===== config.mk =====
export PLATFORM = sky130hd
export DESIGN_NAME = wr_cmd_xlate
export DESIGN_NICKNAME = d
export VERILOG_FILES = /design/src/rtl/wcx_pkg.sv /design/src/rtl/wcx_addr_map.sv /design/src/rtl/wcx_beat_plan.sv /design/src/rtl/wr_cmd_xlate.sv
export SDC_FILE = /design/constraint.sdc
export NUM_CORES = 1
export LEC_CHECK = 0
export ABC_AREA = 0
export BUFFER_PORTS_ARGS = -buffer_cell sky130_fd_sc_hd__buf_2
export CAP_MARGIN = 20
export CORE_MARGIN = 2
export CORE_UTILIZATION = 52
export CTS_CLUSTER_DIAMETER = 60
export DETAILED_ROUTE_END_ITERATION = 12
export GPL_ROUTABILITY_DRIVEN = 0
export GPL_TIMING_DRIVEN = 1
export MAX_ROUTING_LAYER = met4
export PLACE_DENSITY = 0.95
export SLEW_MARGIN = 10
export SYNTH_ARGS = -nofsm -noshare
export SYNTH_HDL_FRONTEND = slang
export SYNTH_HIERARCHICAL = 1
export SYNTH_SLANG_ARGS = --single-unit

===== constraint.sdc =====
create_clock -name clk_i -period 2.95 [get_ports clk_i]
set_clock_uncertainty 0.15 [all_clocks]
set_input_delay 0.295 -clock clk_i [delete_from_list [all_inputs] [get_ports clk_i]]
set_output_delay 0.295 -clock clk_i [all_outputs]
set_load 0.05 [all_outputs]

===== src/rtl/wcx_pkg.sv =====
package wcx_pkg;
  localparam logic [3:0] CODE_IO_WR  = 4'b0011;
  localparam logic [3:0] CODE_MEM_WR = 4'b0111;
endpackage


===== src/rtl/wcx_addr_map.sv =====
module wcx_addr_map #(
  parameter int unsigned ADDR_W = 32,
  parameter int unsigned WIN_W  = 8,
  parameter logic [ADDR_W-1:0] WIN_BASE = '0
) (
  input  logic [ADDR_W-1:0] host_addr_i,
  input  logic              io_i,
  input  logic              word_hi_i,
  output logic [ADDR_W-1:0] bus_addr_o
);
  localparam int unsigned OFF_W = ADDR_W - WIN_W;

  logic [OFF_W-1:0] offset;

  always_comb begin
    offset      = host_addr_i[OFF_W-1:0];
    offset[2]   = word_hi_i;
    offset[1:0] = io_i ? host_addr_i[1:0] : 2'b00;
  end

  generate
    if (WIN_W == 0) begin : g_flat
      assign bus_addr_o = offset;
    end else begin : g_win
      assign bus_addr_o = {WIN_BASE[ADDR_W-1:OFF_W], offset};
    end
  endgenerate
endmodule


===== src/rtl/wcx_beat_plan.sv =====
module wcx_beat_plan #(
  parameter int unsigned LEN_W = 5,
  localparam int unsigned BEAT_W = LEN_W + 2
) (
  input  logic [7:0]        be_i,
  input  logic              burst_i,
  input  logic [LEN_W-1:0]  len_i,
  output logic              ok_o,
  output logic              word_hi_o,
  output logic [BEAT_W-1:0] beats_o,
  output logic [3:0]        be0_o,
  output logic [3:0]        be1_o
);
  logic lo_any, hi_any;
  assign lo_any = |be_i[3:0];
  assign hi_any = |be_i[7:4];

  always_comb begin
    ok_o      = 1'b1;
    word_hi_o = 1'b0;
    beats_o   = '0;
    be0_o     = 4'h0;
    be1_o     = 4'h0;
    if (burst_i) begin
      // every host data phase is a full double word
      beats_o = {1'b0, len_i, 1'b0} + BEAT_W'(2);
      be0_o   = 4'hF;
      be1_o   = 4'hF;
    end else if (lo_any && hi_any) begin
      beats_o = BEAT_W'(2);
      be0_o   = be_i[3:0];
      be1_o   = be_i[7:4];
    end else if (hi_any) begin
      beats_o   = BEAT_W'(1);
      word_hi_o = 1'b1;
      be0_o     = be_i[7:4];
    end else if (lo_any) begin
      beats_o = BEAT_W'(1);
      be0_o   = be_i[3:0];
    end else begin
      ok_o = 1'b0;
    end
  end
endmodule


===== src/rtl/wr_cmd_xlate.sv =====
module wr_cmd_xlate
  import wcx_pkg::*;
#(
  parameter int unsigned ADDR_W = 32,
  parameter int unsigned WIN_W  = 8,
  parameter logic [ADDR_W-1:0] WIN_BASE = 32'hC000_0000,
  parameter int unsigned LEN_W  = 5,
  localparam int unsigned BEAT_W = LEN_W + 2
) (
  input  logic              clk_i,
  input  logic              rst_ni,
  input  logic              req_valid_i,
  output logic              req_ready_o,
  input  logic [ADDR_W-1:0] req_addr_i,
  input  logic              req_io_i,
  input  logic [7:0]        req_be_i,
  input  logic              req_burst_i,
  input  logic [LEN_W-1:0]  req_len_i,
  output logic              cmd_valid_o,
  input  logic              cmd_ready_i,
  output logic [ADDR_W-1:0] cmd_addr_o,
  output logic [3:0]        cmd_code_o,
  output logic [BEAT_W-1:0] cmd_beats_o,
  output logic [3:0]        cmd_be0_o,
  output logic [3:0]        cmd_be1_o,
  output logic              drop_o
);
  logic              ok, word_hi, acc;
  logic [BEAT_W-1:0] beats;
  logic [3:0]        be0, be1;
  logic [ADDR_W-1:0] bus_addr;

  wcx_beat_plan #(.LEN_W(LEN_W)) u_plan (
    .be_i(req_be_i), .burst_i(req_burst_i), .len_i(req_len_i),
    .ok_o(ok), .word_hi_o(word_hi), .beats_o(beats),
    .be0_o(be0), .be1_o(be1)
  );

  wcx_addr_map #(.ADDR_W(ADDR_W), .WIN_W(WIN_W), .WIN_BASE(WIN_BASE)) u_map (
    .host_addr_i(req_addr_i), .io_i(req_io_i), .word_hi_i(word_hi),
    .bus_addr_o(bus_addr)
  );

  assign req_ready_o = !cmd_valid_o || cmd_ready_i;
  assign acc         = req_valid_i && req_ready_o;

  always_ff @(posedge clk_i or negedge rst_ni) begin
    if (!rst_ni) begin
      cmd_valid_o <= 1'b0;
      drop_o      <= 1'b0;
      cmd_addr_o  <= '0;
      cmd_code_o  <= 4'h0;
      cmd_beats_o <= '0;
      cmd_be0_o   <= 4'h0;
      cmd_be1_o   <= 4'h0;
    end else begin
      drop_o <= acc && !ok;
      if (acc) begin
        cmd_valid_o <= ok;
        if (ok) begin
          cmd_addr_o  <= bus_addr;
          cmd_code_o  <= req_io_i ? CODE_IO_WR : CODE_MEM_WR;
          cmd_beats_o <= beats;
          cmd_be0_o   <= be0;
          cmd_be1_o   <= be1;
        end
      end else if (cmd_ready_i) begin
        cmd_valid_o <= 1'b0;
      end
    end
  end

  assert_hold_R9: assert property (@(posedge clk_i) disable iff (!rst_ni)
    cmd_valid_o && !cmd_ready_i |=> cmd_valid_o && $stable(cmd_addr_o)
      && $stable(cmd_beats_o) && $stable(cmd_be0_o) && $stable(cmd_be1_o));
  assert_accept_R9: assert property (@(posedge clk_i) disable iff (!rst_ni)
    acc && ok |=> cmd_valid_o);
  assert_drop_R8: assert property (@(posedge clk_i) disable iff (!rst_ni)
    acc && !ok |=> drop_o && !cmd_valid_o);
  assert_mem_lsb_R2: assert property (@(posedge clk_i) disable iff (!rst_ni)
    acc && ok && !req_io_i |=> cmd_addr_o[1:0] == 2'b00);
  assert_burst_len_R7: assert property (@(posedge clk_i) disable iff (!rst_ni)
    acc && req_burst_i |=> cmd_beats_o == BEAT_W'(2 * ($past(req_len_i) + 1)));
  assert_io_code_R4: assert property (@(posedge clk_i) disable iff (!rst_ni)
    acc && ok && req_io_i |=> cmd_code_o == CODE_IO_WR);
endmodule


==> impl_results.md, run 1 <==
* Seq/Total Area, Yosys at 50.3%
* Clock power frac at 20.1%
* TritonCTS clock tree: built
* Status: finished clean
* Final wirelength at 4510 um
* Max Slew Vio Count at 0
* Ant diodes at 0
* Post-CTS Setup Repair Bufs at 0
* Die extent in y at 73.9 um
* Int Pwr at 0.00115 W
* Synth Area in XOR/XNOR at 0.345%
* RSZ-0062 raised after global routing: no
* R2r endpoint: cmd_be1_o[1]
* Fmax at 415 MHz
* FF-to-FF path depth at 4
* CP max stage cell: nor2b_4
* DRT iter0 DRCs at 47
* Critical-path maximum fanout at 34
* Clk_lat worst skew at 0.28 ns
* Detailed placer's ending HPWL at 3330 um
* Max clock buf depth at 2
* Worst Hold Launch: req_io_i
* Hold Path End: cmd_code_o[2]
* Rows at 25
* Synth Area in Compound Gates at 1.18%
* Peak supply drop at 0.402 mV
* Core area at 4720 sq um
* Pre-antenna DRT Iters at 2
* Post-DR vias/cell at 4.77
* Static Leakage at 1.45 nW
* Via count at 1,569
* Sw Pwr at 0.000715 W
* Area of the mapped netlist at 2540 sq um
* Layout cell share with drive strength beyond 1 at 59.5%
* Post-route cell area at 2910 sq um
* Setup TNS Final at 0 ns
* Synthesized area per cell at 13.4 sq um
* Worst slew pin tran at 1.03 ns
* Post-Place Cells at 320
* All-Layer GR Usage at 18.5%
* CP Data Required Time at 2.98 ns
* Num ports at 105
* Combinational Power Share at 35.1%
* Routed Antenna Nets at 0
* Critical path's top delay family: simple AND/OR/NAND/NOR gates
* Main combinational cell family by area after synthesis: multiplexers
* Post-synthesis simple-gate area fraction at 8.23%
* Power per cell area at 640 nW/um^2
* # H-tree levels at 2
* Clk root buf: clkbuf_8
* Final Hold Fails at 0
* Worst path cell trace: buf_2, or4_1, or3_1, nand2_1, nor2b_4, buf_4, mux2_2
* R2R Path Start: cmd_valid_o
* Post-synthesis adder-cell area fraction at 1.48%
* Sw Share at 38.3%
* Worst hold path type: input port to flop
* Crit path DAT at 2.44 ns
* MaxCap Viol Count at 0
* DRC viols at 0
* CTS Buf Count at 5
* Period utilization at 81.7%
* Die area at 5450 sq um
* Area after DPL at 2820 sq um
* Largest net degree at the start of global routing at 52
* R2R setup slack at 0.60 ns
* Nature of the critical path startpoint: input port
* CP bufs+invs at 2
* Mux cell area share after synthesis at 25.4%
* Clk slew on worst S/H paths at 0.08 ns
* Initial antenna violation count at 0
* Chip width at 73.9 um
* Count of input and output buffers at 94
* Hold path depth at 2
* FF+latch count, synth at 51
* First-pass GRT wire length at 7490 um
* Slew headroom at 31.2%
* Synth-to-Final Area Change at 14.8%
* Final Setup Violations at 0
* Final net count at 315
* Worst Setup Path Type: input port to flop
* Vias in the first global route at 1,675
* Netlist cell types at 28
* # hold bufs at CTS at 0
* Period minus WS final at 2.41 ns
* Synth Instances at 190
* Post_cts resized at 0
* CP max stage delay at 0.81 ns
* Clock sinks at 51
* Grt total ovfl at 0
* CP Capture Type: flop
* Wirelength per Cell at 13.7 um
* Yosys warns at 6
* Sequential power share at 44.8%
* Initial Util at 53.7%
* Final Instance Count excl. Fillers at 329
registers in the layout (all words and copies together) (netlist names):
signal,count
cmd_code_o,2
drop_o,1
cmd_be0_o,4
cmd_be1_o,4
cmd_valid_o,1
cmd_beats_o,7
cmd_addr_o,32
worst max path at each step:
stage / startpoint / endpoint / cells past startpoint
floorplan: req_be_i[0] / cmd_addr_o[13] / 8
global placement: req_be_i[4] / cmd_be1_o[3] / 7
detailed placement: req_be_i[7] / cmd_addr_o[5] / 7
CTS: req_be_i[7] / cmd_be1_o[1] / 7
global route: req_be_i[4] / cmd_addr_o[3] / 7
finish: req_be_i[7] / cmd_be1_o[1] / 7
worst register-to-register path: cells and delay by family, from the launching register on:
family                 cells  cell delay [ns]
AND/OR/NAND/NOR            2             0.92
flip-flops                 1             0.41
buffers and inverters      1             0.40
multiplexers               1             0.36
layout by cell type (no fill, tap or decap):
cell type      count
mux2_4             8
or3_1              5
nand2b_4           1
xor2_1             1
mux2i_1            4
buf_4              3
conb_1             9
or2_1              1
nand2_1            5
dlygate4sd3_1      1
clkbuf_1           2
nand2b_1           2
and3_1             1
nor2b_4            1
mux2_2            43
or4_4              1
nor4b_1            4
ha_1               3
and2_1             4
inv_1              3
and4_1             1
or4_1              1
clkinv_2           1
clkbuf_8           5
buf_2             93
nor2_1             2
a21o_1             4
dfrtp_1           51
nand3_1            1
nor2b_1            1
cell usage after synthesis:
cell type | count | area, sq um
or2_1 | 1 | 6.26
nor4b_1 | 4 | 35.0
ha_1 | 3 | 37.5
nand2b_4 | 1 | 13.8
inv_1 | 3 | 11.3
mux2i_1 | 4 | 40.0
and2_1 | 4 | 25.0
nor2_1 | 2 | 7.51
or4_1 | 1 | 7.51
buf_6 | 2 | 22.5
clkbuf_1 | 1 | 3.75
or3_1 | 5 | 31.3
and3_1 | 1 | 6.26
nand2_1 | 5 | 18.8
nand3_1 | 1 | 5.00
and4_1 | 1 | 8.76
nand2b_1 | 2 | 12.5
nor2b_1 | 1 | 6.26
a21o_1 | 4 | 30.0
xor2_1 | 1 | 8.76
mux2_2 | 43 | 484
conb_1 | 3 | 11.3
nor2b_4 | 1 | 13.8
buf_12 | 1 | 20.0
dfrtp_1 | 51 | 1280
mux2_4 | 8 | 120
buf_4 | 35 | 263
or4_4 | 1 | 11.3
per-stage QoR:
step           power (W)  hold WS [ns]  utilization [%]  setup WS (ns)
3_5_place_dp     0.00151         0.332             59.7          0.185
2_1_floorplan    0.00137        -0.151                -          0.639
3_3_place_gp     0.00149         0.313             59.7          0.247
5_1_grt          0.00196        0.0592             61.7          0.367
4_1_cts          0.00189        0.0448             61.4          0.514
6_report         0.00187        0.0555             61.7          0.539
routing by layer:
metal	share of wire [%]	up-vias	GRT usage [%]
li1	-	748	-
met1	41	760	20.6
met2	53	57	32.5
met3	5.6	4	5.08
met4	0.78	0	4.85
met5	0	-	-
cells by family after synthesis:
logic type	after synthesis
buffers and inverters	42
AOI/OAI and AO/OA	4
and+or+nand+nor	31
xor gates and xnor gates	1
muxes	55
adders and majority gates	3
other	3
DFF	51
layout make-up:
type | count | area, sq um
inverter | 3 | 11.3
tap | 67 | 83.8
fill | 376 | 1810
multi-input combinational | 103 | 963
timing repair buffer | 97 | 498
clock inverter | 1 | 5.00
sequential | 51 | 1280
clock buffer | 7 | 76.3
power by group through the flow:
stage          Combinational (W)  Sequential [W]  Clock [W]
2_1_floorplan           0.000191         0.00118          0
3_3_place_gp            0.000649        0.000842          0
3_5_place_dp            0.000660        0.000850          0
4_1_cts                 0.000661        0.000837   0.000396
5_1_grt                 0.000692        0.000849   0.000421
6_report                0.000656        0.000835   0.000374
(Power assumes the default switching activity.)
==> inputs of run 2 (changes only) <==
--- a/config.mk
+++ b/config.mk
@@ -9,13 +9,13 @@
 export BUFFER_PORTS_ARGS = -buffer_cell sky130_fd_sc_hd__buf_2
 export CAP_MARGIN = 20
 export CORE_MARGIN = 2
-export CORE_UTILIZATION = 52
+export CORE_UTILIZATION = 44
 export CTS_CLUSTER_DIAMETER = 60
 export DETAILED_ROUTE_END_ITERATION = 12
 export GPL_ROUTABILITY_DRIVEN = 0
 export GPL_TIMING_DRIVEN = 1
 export MAX_ROUTING_LAYER = met4
-export PLACE_DENSITY = 0.95
+export PLACE_DENSITY = 0.86
 export SLEW_MARGIN = 10
 export SYNTH_ARGS = -nofsm -noshare
 export SYNTH_HDL_FRONTEND = slang
==> constraint.sdc (replaced) <==
create_clock -name clk_i -period 2 [get_ports clk_i]
set_clock_uncertainty 0.15 [all_clocks]
set_input_delay 0.2 -clock clk_i [delete_from_list [all_inputs] [get_ports clk_i]]
set_output_delay 0.2 -clock clk_i [all_outputs]
set_load 0.05 [all_outputs]
==> run 2 against run 1 <==
Effect of this change:
- sequential share of layout area is 5.1 points lower
- first-iteration DRC count is 23% lower
- non-clock buffer count is 37 higher
- worst setup slack worse by 0.49 ns
- die area is 17% higher
- flip-flop and latch count stayed put
- register-to-register slack worse by 0.22 ns
- design area is 13% higher
- largest power group unchanged
- global-route usage is 1.7 points lower
- via count is 10% higher
- sequential power is 47% higher
- highest routed layer unchanged
==> impl_results.md, run 2 (synthesized netlist as in run 1, its figures left out) <==
* Static Leakage at 1.63 nW (was 1.45 nW)
* DRT iter0 DRCs at 36 (was 47)
* Sw Pwr at 0.00106 W (was 0.000715 W)
* TritonCTS clock tree: built (unchanged)
* Die area at 6390 sq um (was 5450 sq um)
* RSZ-0062 raised after global routing: no (unchanged)
* Period utilization at 97.4%
* Pre-antenna DRT Iters at 4 (was 2)
* CP bufs+invs at 1 (was 2)
* Detailed placer's ending HPWL at 3450 um (was 3330 um)
* Worst hold path type: input port to flop (unchanged)
* Most frequent cells in the layout: buf_2 (94), dfrtp_1 (51), mux2_2 (43) (was buf_2 (93), dfrtp_1 (51), mux2_2 (43))
* Period minus WS final at 1.95 ns
* Wirelength per Cell at 13.5 um (was 13.7 um)
* Ant diodes at 0 (unchanged)
* Worst Setup Path Type: input port to flop (unchanged)
* Clk root buf: clkbuf_8 (unchanged)
* Sw Share at 37.9% (was 38.3%)
* Initial antenna violation count at 0 (unchanged)
* Setup WS pre-CTS at -0.318 ns (was 0.185 ns)
* Worst slew pin tran at 0.623 ns (was 1.03 ns)
* Final net count at 352 (was 315)
* Vias in the first global route at 1,781 (was 1,675)
* First-pass GRT wire length at 8090 um (was 7490 um)
* Num ports at 105 (unchanged)
* Die extent in y at 79.9 um (was 73.9 um)
* Combinational Power Share at 37.1% (was 35.1%)
* Setup TNS Final at 0 ns (unchanged)
* Initial Util at 45.8% (was 53.7%)
* Via count at 1,728 (was 1,569)
* Max reg flops at 32 (unchanged)
* Int Pwr at 0.00174 W (was 0.00115 W)
* Crit path depth at 6 (was 7)
* Clk slew on worst S/H paths at 0.08 ns (about the same)
* Critical path's top delay family: simple AND/OR/NAND/NOR gates (unchanged)
* Final Hold Fails at 0 (unchanged)
* Count of input and output buffers at 94 (unchanged)
* Final wirelength at 4980 um (was 4510 um)
* All-Layer GR Usage at 16.8% (was 18.5%)
* Nature of the critical path startpoint: input port (unchanged)
* Fmax at 513 MHz
* Synth-to-Final Area Change at 29.9% (was 14.8%)
* Final hold slack at 0.0367 ns (was 0.0555 ns)
* Layout cell share with drive strength beyond 1 at 57.9% (was 59.5%)
* Chip width at 79.9 um (was 73.9 um)
* Routed Antenna Nets at 0 (unchanged)
* Clock power frac at 18.9% (was 20.1%)
* Post-DR vias/cell at 4.68 (was 4.77)
* Commonest non-fill, non-tap cell in the layout: buf_2 (unchanged)
* CP max stage delay at 0.58 ns (was 0.81 ns)
* Rows at 27 (was 25)
* MaxCap Viol Count at 0 (unchanged)
* Slew headroom at 58.5% (was 31.2%)
* Clk_lat worst skew at 0.29 ns (was 0.28 ns)
* Worst path cell trace: buf_2, or4_1, ha_2, mux2_2, or3_1, mux2_2 (was buf_2, or4_1, or3_1, nand2_1, nor2b_4, buf_4, mux2_2)
* CP max stage cell: or4_1 (was nor2b_4)
* Grt total ovfl at 0 (unchanged)
* CTS Buf Count at 5 (unchanged)
* Crit path DAT at 1.98 ns (was 2.44 ns)
* FF-to-FF path depth at 4 (unchanged)
* Power per cell area at 850 nW/um^2 (was 640 nW/um^2)
* Core area at 5540 sq um (was 4720 sq um)
* Worst setup margin at 0.0511 ns (was 0.539 ns)
* CP Capture Type: flop (unchanged)
* Peak supply drop at 0.554 mV (was 0.402 mV)
* CP Data Required Time at 2.03 ns (was 2.98 ns)
* Max Slew Vio Count at 0 (unchanged)
* Critical-path maximum fanout at 5 (was 34)
* Hold path depth at 3 (was 2)
* # H-tree levels at 2 (unchanged)
* Status: finished clean (unchanged)
* Final Setup Violations at 0 (unchanged)
* Critical path's most frequent cell: mux2_2
* Max clock buf depth at 2 (unchanged)
* Top Registers: cmd_addr_o (32), cmd_beats_o (7) (unchanged)
* Sequential power share at 44.0% (was 44.8%)
* Clock sinks at 51 (unchanged)
* DRC viols at 0 (unchanged)
* Largest net degree at the start of global routing at 27 (was 52)
* Top reg by flops: cmd_addr_o (unchanged)
[run 2: changes by cell type in the layout (fill, tap and decap cells not counted), sizes merged]
cell         previous run  this run
clkinv                  1         0
buf                    96       110
dlygate4sd3             1        24
clkbuf                  7         6
[run 2: tightest hold or removal path, delay by kind of cell]
family | cells | cell delay [ns]
and+or+nand+nor | 2 | 0.16
buffers and inverters | 1 | 0.08
[run 2: power groups by stage]
stage / logic, W / registers (W) / clock network, W
floorplan: 0.000282 / 0.00174 / 0
global placement: 0.000992 / 0.00124 / 0
detailed placement: 0.00101 / 0.00125 / 0
CTS: 0.00104 / 0.00123 / 0.000559
global route: 0.00109 / 0.00125 / 0.000605
finish: 0.00104 / 0.00123 / 0.000529
[run 2: path summary, 6_finish.rpt]
kind / from / to / slack [ns]
max: req_be_i[4] / cmd_be0_o[0] / 0.05
min reg2reg: cmd_code_o[1] / cmd_code_o[1] / 0.33
max in group asynchronous: rst_ni / cmd_addr_o[3] / 0.82
min in group asynchronous: rst_ni / cmd_be1_o[0] / 0.32
min: cmd_ready_i / cmd_valid_o / 0.04
max reg2reg: cmd_valid_o / cmd_be0_o[0] / 0.38
[run 2: per-layer routing]
metal	part of all wire, %	up-vias	GRT usage [%]	wire, um
met5	0	-	-	0
met4	1.0	0	4.07	50
met3	5.4	6	3.96	268
met2	54	55	31.8	2710
met1	39	843	17.3	1950
li1	-	824	-	-
[run 2: repair_timing]
action | CTS | global route
gates resized for setup | 0 | 1
endpoints found under the hold margin | 48 | 0
setup buffers | 0 | 0
endpoints found under the setup margin | 0 | 4
hold buffers | 24 | 0
[run 2: metrics by stage]
step | utilization (%) | total power (W) | std cells | cell area, sq um
floorplan | - | 0.00202 | 196 | 2570
global placement | 53.8 | 0.00224 | 339 | 2980
detailed placement | 53.8 | 0.00226 | 339 | 2980
CTS | 59.5 | 0.00284 | 369 | 3290
global route | 59.5 | 0.00295 | 369 | 3300
finish | 59.5 | 0.00280 | 369 | 3300
[run 2: final cells by class]
cell class	instances	area, sq um
repair buffers	134	868
fillers	473	2240
multi-input cells	103	978
clock buffers	6	72.6
well taps	72	90.1
inverters	3	11.3
flip-flops and latches	51	1280
==> inputs of run 3 (changes only) <==
--- a/config.mk
+++ b/config.mk
@@ -5,7 +5,7 @@
 export SDC_FILE = /design/constraint.sdc
 export NUM_CORES = 1
 export LEC_CHECK = 0
-export ABC_AREA = 0
+export ABC_AREA = 1
 export BUFFER_PORTS_ARGS = -buffer_cell sky130_fd_sc_hd__buf_2
 export CAP_MARGIN = 20
 export CORE_MARGIN = 2
@@ -15,7 +15,7 @@
 export GPL_ROUTABILITY_DRIVEN = 0
 export GPL_TIMING_DRIVEN = 1
 export MAX_ROUTING_LAYER = met4
-export PLACE_DENSITY = 0.86
+export PLACE_DENSITY = 0.85
 export SLEW_MARGIN = 10
 export SYNTH_ARGS = -nofsm -noshare
 export SYNTH_HDL_FRONTEND = slang
==> run 3 against run 2 <==
Effect of this change:
- critical path depth down 4
- largest power group unchanged
- flip-flop and latch count unchanged
- sequential power about the same
- critical path type is now flop to primary output
==> impl_results.md, run 3 <==
* Final wirelength at 6280 um (was 4980 um)
* Rows at 28 (was 27)
* Worst slew pin tran at 0.556 ns (was 0.623 ns)
* Netlist cell types at 20 (was 28)
* Clock sinks at 51 (unchanged)
* Power per cell area at 915 nW/um^2 (was 850 nW/um^2)
* Wirelength per Cell at 13.4 um (was 13.5 um)
* Top-area cell type share of the netlist area at 47.6% (was 50.3%)
* Worst Hold Launch: req_addr_i[4] (was cmd_ready_i)
* CTS Buf Count at 5 (unchanged)
* FF+latch count, synth at 51 (unchanged)
* Area of the mapped netlist at 2680 sq um (was 2540 sq um)
* Via count at 2,314 (was 1,728)
* Fmax at 594 MHz (was 513 MHz)
* Global Route met2 Usage at 36.1% (was 31.8%)
* Peak supply drop at 0.456 mV (was 0.554 mV)
* Pre-antenna DRT Iters at 4 (unchanged)
* Clk root buf: clkbuf_8 (unchanged)
* Static Leakage at 1.82 nW (was 1.63 nW)
* # H-tree levels at 2 (unchanged)
* Count of input and output buffers at 94 (unchanged)
* Final Setup Violations at 0 (unchanged)
* Final Util at 53.6% (was 59.5%)
* All-Layer GR Usage at 20.2% (was 16.8%)
* Layout cell share with drive strength beyond 1 at 30.2% (was 57.9%)
* Max clock buf depth at 2 (unchanged)
* Final Hold Fails at 0 (unchanged)
* Num ports at 105 (unchanged)
* Synthesized area per cell at 8.31 sq um (was 13.4 sq um)
* Most frequent cells in the layout: nand2_1 (123), buf_2 (94), dfrtp_1 (51) (was buf_2 (94), dfrtp_1 (51), mux2_2 (43))
* CP bufs+invs at 1 (unchanged)
* Nature of the critical path startpoint: flop (was input port)
* Crit path depth at 2 (was 6)
* Setup WS pre-CTS at 0.349 ns (was -0.318 ns)
* CP max stage delay at 0.40 ns (was 0.58 ns)
* Worst setup margin at 0.316 ns (was 0.0511 ns)
* Seq/Total Area, Yosys at 47.6% (was 50.3%)
* Synth Area in Compound Gates at 1.31% (was 1.18%)
* Worst path cell trace: nand2_2, buf_2 (was buf_2, or4_1, ha_2, mux2_2, or3_1, mux2_2)
* Critical path's top delay family: flip-flops (was simple AND/OR/NAND/NOR gates)
* Main combinational cell family by area after synthesis: simple AND/OR/NAND/NOR gates (was multiplexers)
* FF-to-FF path depth at 5 (was 4)
* MaxCap Viol Count at 0 (unchanged)
* Synth Instances at 323 (was 190)
* R2R Path Start: cmd_valid_o (unchanged)
* Initial antenna violation count at 0 (unchanged)
* Grt total ovfl at 0 (unchanged)
* Synth Area in XOR/XNOR at 0% (was 0.345%)
* Hold path depth at 3 (unchanged)
* DRT iter0 DRCs at 124 (was 36)
* Commonest cells in the netlist: nand2_1 (124), dfrtp_1 (51), nand4_1 (49) (was dfrtp_1 (51), mux2_2 (43), buf_4 (35))
* Final net count at 448 (was 352)
* CP Capture Type: primary output (was flop)
* Post-synthesis simple-gate area fraction at 32.7% (was 8.23%)
* Routed Antenna Nets at 0 (unchanged)
* Commonest non-fill, non-tap cell in the layout: nand2_1 (was buf_2)
* Post-DR vias/cell at 4.93 (was 4.68)
* TritonCTS clock tree: built (unchanged)
* Mux cell area share after synthesis at 0% (was 25.4%)
* Detailed placer's ending HPWL at 4300 um (was 3450 um)
* Die extent in y at 82.1 um (was 79.9 um)
* Top cells by area, synth: dfrtp_1 (48%), nand2_1 (17%), nand4_1 (11%) (was dfrtp_1 (50%), mux2_2 (19%), buf_4 (10%))
* Ant diodes at 0 (unchanged)
* Status: finished clean (unchanged)
* Top reg by flops: cmd_addr_o (unchanged)
* Crit path DAT at 1.33 ns (was 1.98 ns)
* Critical-path maximum fanout at 18 (was 5)
* Period minus WS final at 1.68 ns (was 1.95 ns)
* Top Registers: cmd_addr_o (32), cmd_beats_o (7) (unchanged)
* Initial Util at 45.3% (was 45.8%)
* Synth area leader: dfrtp_1 (unchanged)
* Setup TNS Final at 0 ns (unchanged)
* Clk slew on worst S/H paths at 0.09 ns (was 0.08 ns)
* CP Data Required Time at 1.65 ns (was 2.03 ns)
* Cell with the most instances after synthesis: nand2_1 (was dfrtp_1)
* First-pass GRT wire length at 10,100 um (was 8090 um)
* Area after DPL at 2960 sq um (was 2980 sq um)
* Post-route cell area at 3170 sq um (was 3300 sq um)
* DRC viols at 0 (unchanged)
* Post-CTS Setup Repair Bufs at 0 (unchanged)
* Global routing's busiest layer: met2 (unchanged)
* Worst hold path type: input port to flop (unchanged)
* Slew headroom at 62.9% (was 58.5%)
* Chip width at 82.1 um (was 79.9 um)
* Die area at 6740 sq um (was 6390 sq um)
* Synth-to-Final Area Change at 18.3% (was 29.9%)
* Filler Cell Count at 581 (was 473)
* Clk_lat worst skew at 0.30 ns (was 0.29 ns)
* Max reg flops at 32 (unchanged)
* Post-synth EDFFs at 0 (unchanged)
* Max Slew Vio Count at 0 (unchanged)
* Vias in the first global route at 2,192 (was 1,781)
* Period utilization at 84.2% (was 97.4%)
* Yosys warns at 6 (unchanged)
* Critical Path Start: cmd_valid_o (was req_be_i[4])
* Worst Setup Path Type: flop to primary output (was input port to flop)
* Largest net degree at the start of global routing at 38 (was 27)
* Fraction of registers with async set/reset at 100% (unchanged)
* GRT met1 Usage at 23.2% (was 17.3%)
* RSZ-0062 raised after global routing: no (unchanged)
* Post-synthesis adder-cell area fraction at 1.40% (was 1.48%)
* Core area at 5920 sq um (was 5540 sq um)
* Ys flop type: dfrtp_1 (unchanged)
* CP max stage cell: dfrtp_1 (was or4_1)
* Met3 Usage GRT at 3.74% (was 3.96%)
-- run 3: worst reg2reg max path, cell delays in order (launching register included) --
cell and delay (ns):
dfrtp_1 0.40, nand2_2 0.30, nand3_2 0.13, buf_4 0.26
nand2_1 0.12, nand2_1 0.06
-- run 3: where the power goes --
group	internal (W)	switching, W
Combinational	0.000232	0.000748
Sequential	0.00116	0.0000690
Clock	0.000366	0.000331
-- run 3: layout make-up --
cell class	instances	area [sq um]	area share [%]
multi-input cells	211	987	31.1
inverters	12	45.0	1.42
clock buffers	5	68.8	2.17
flip-flops and latches	51	1280	40.2
clock inverters	2	37.5	1.18
repair buffers	113	666	21.0
well taps	75	93.8	2.96
-- run 3: path summary, 6_finish.rpt --
path                                       end  slack, ns
worst min-delay path             cmd_addr_o[4]       0.01
worst max register to register  cmd_addr_o[12]       0.47
min in group asynchronous       cmd_beats_o[4]       0.27
worst min register to register  cmd_addr_o[23]       0.32
worst max-delay path               req_ready_o       0.32
max in group asynchronous       cmd_addr_o[11]       0.88
-- run 3: per-stage QoR --
stage	cells	total power [W]	hold WS, ns
after detailed placement	451	0.00222	0.0798
after CTS	468	0.00295	0.00109
after global routing	469	0.00307	0.00249
after global placement	451	0.00220	0.0600
after floorplan	329	0.00199	-0.246
final	469	0.00291	0.0126
-- run 3: timing repair --
item,4_1_cts,5_1_grt
setup endpoints to repair,0,0
hold endpoints to repair,31,1
hold buffers,10,1
resized for setup,0,0
-- run 3: kinds of logic (layout without fill, tap and decap cells) --
| family | count (synthesis) | count (layout) |
|---|---|---|
| buffers and inverters | 67 | 132 |
| flip-flops | 51 | 51 |
| adder cells (fa/ha/maj) | 3 | 3 |
| AND/OR/NAND/NOR | 192 | 192 |
| AO/OA/AOI/OAI | 7 | 7 |
| other | 3 | 9 |
-- run 3: routing by layer --
layer  wire length [um]  part of all wire [%]  vias up
li1                   -                     -     1149
met1               2680                    43     1092
met2               3270                    52       68
met3                257                   4.1        5
met4                 72                   1.1        0
met5                  0                     0        -
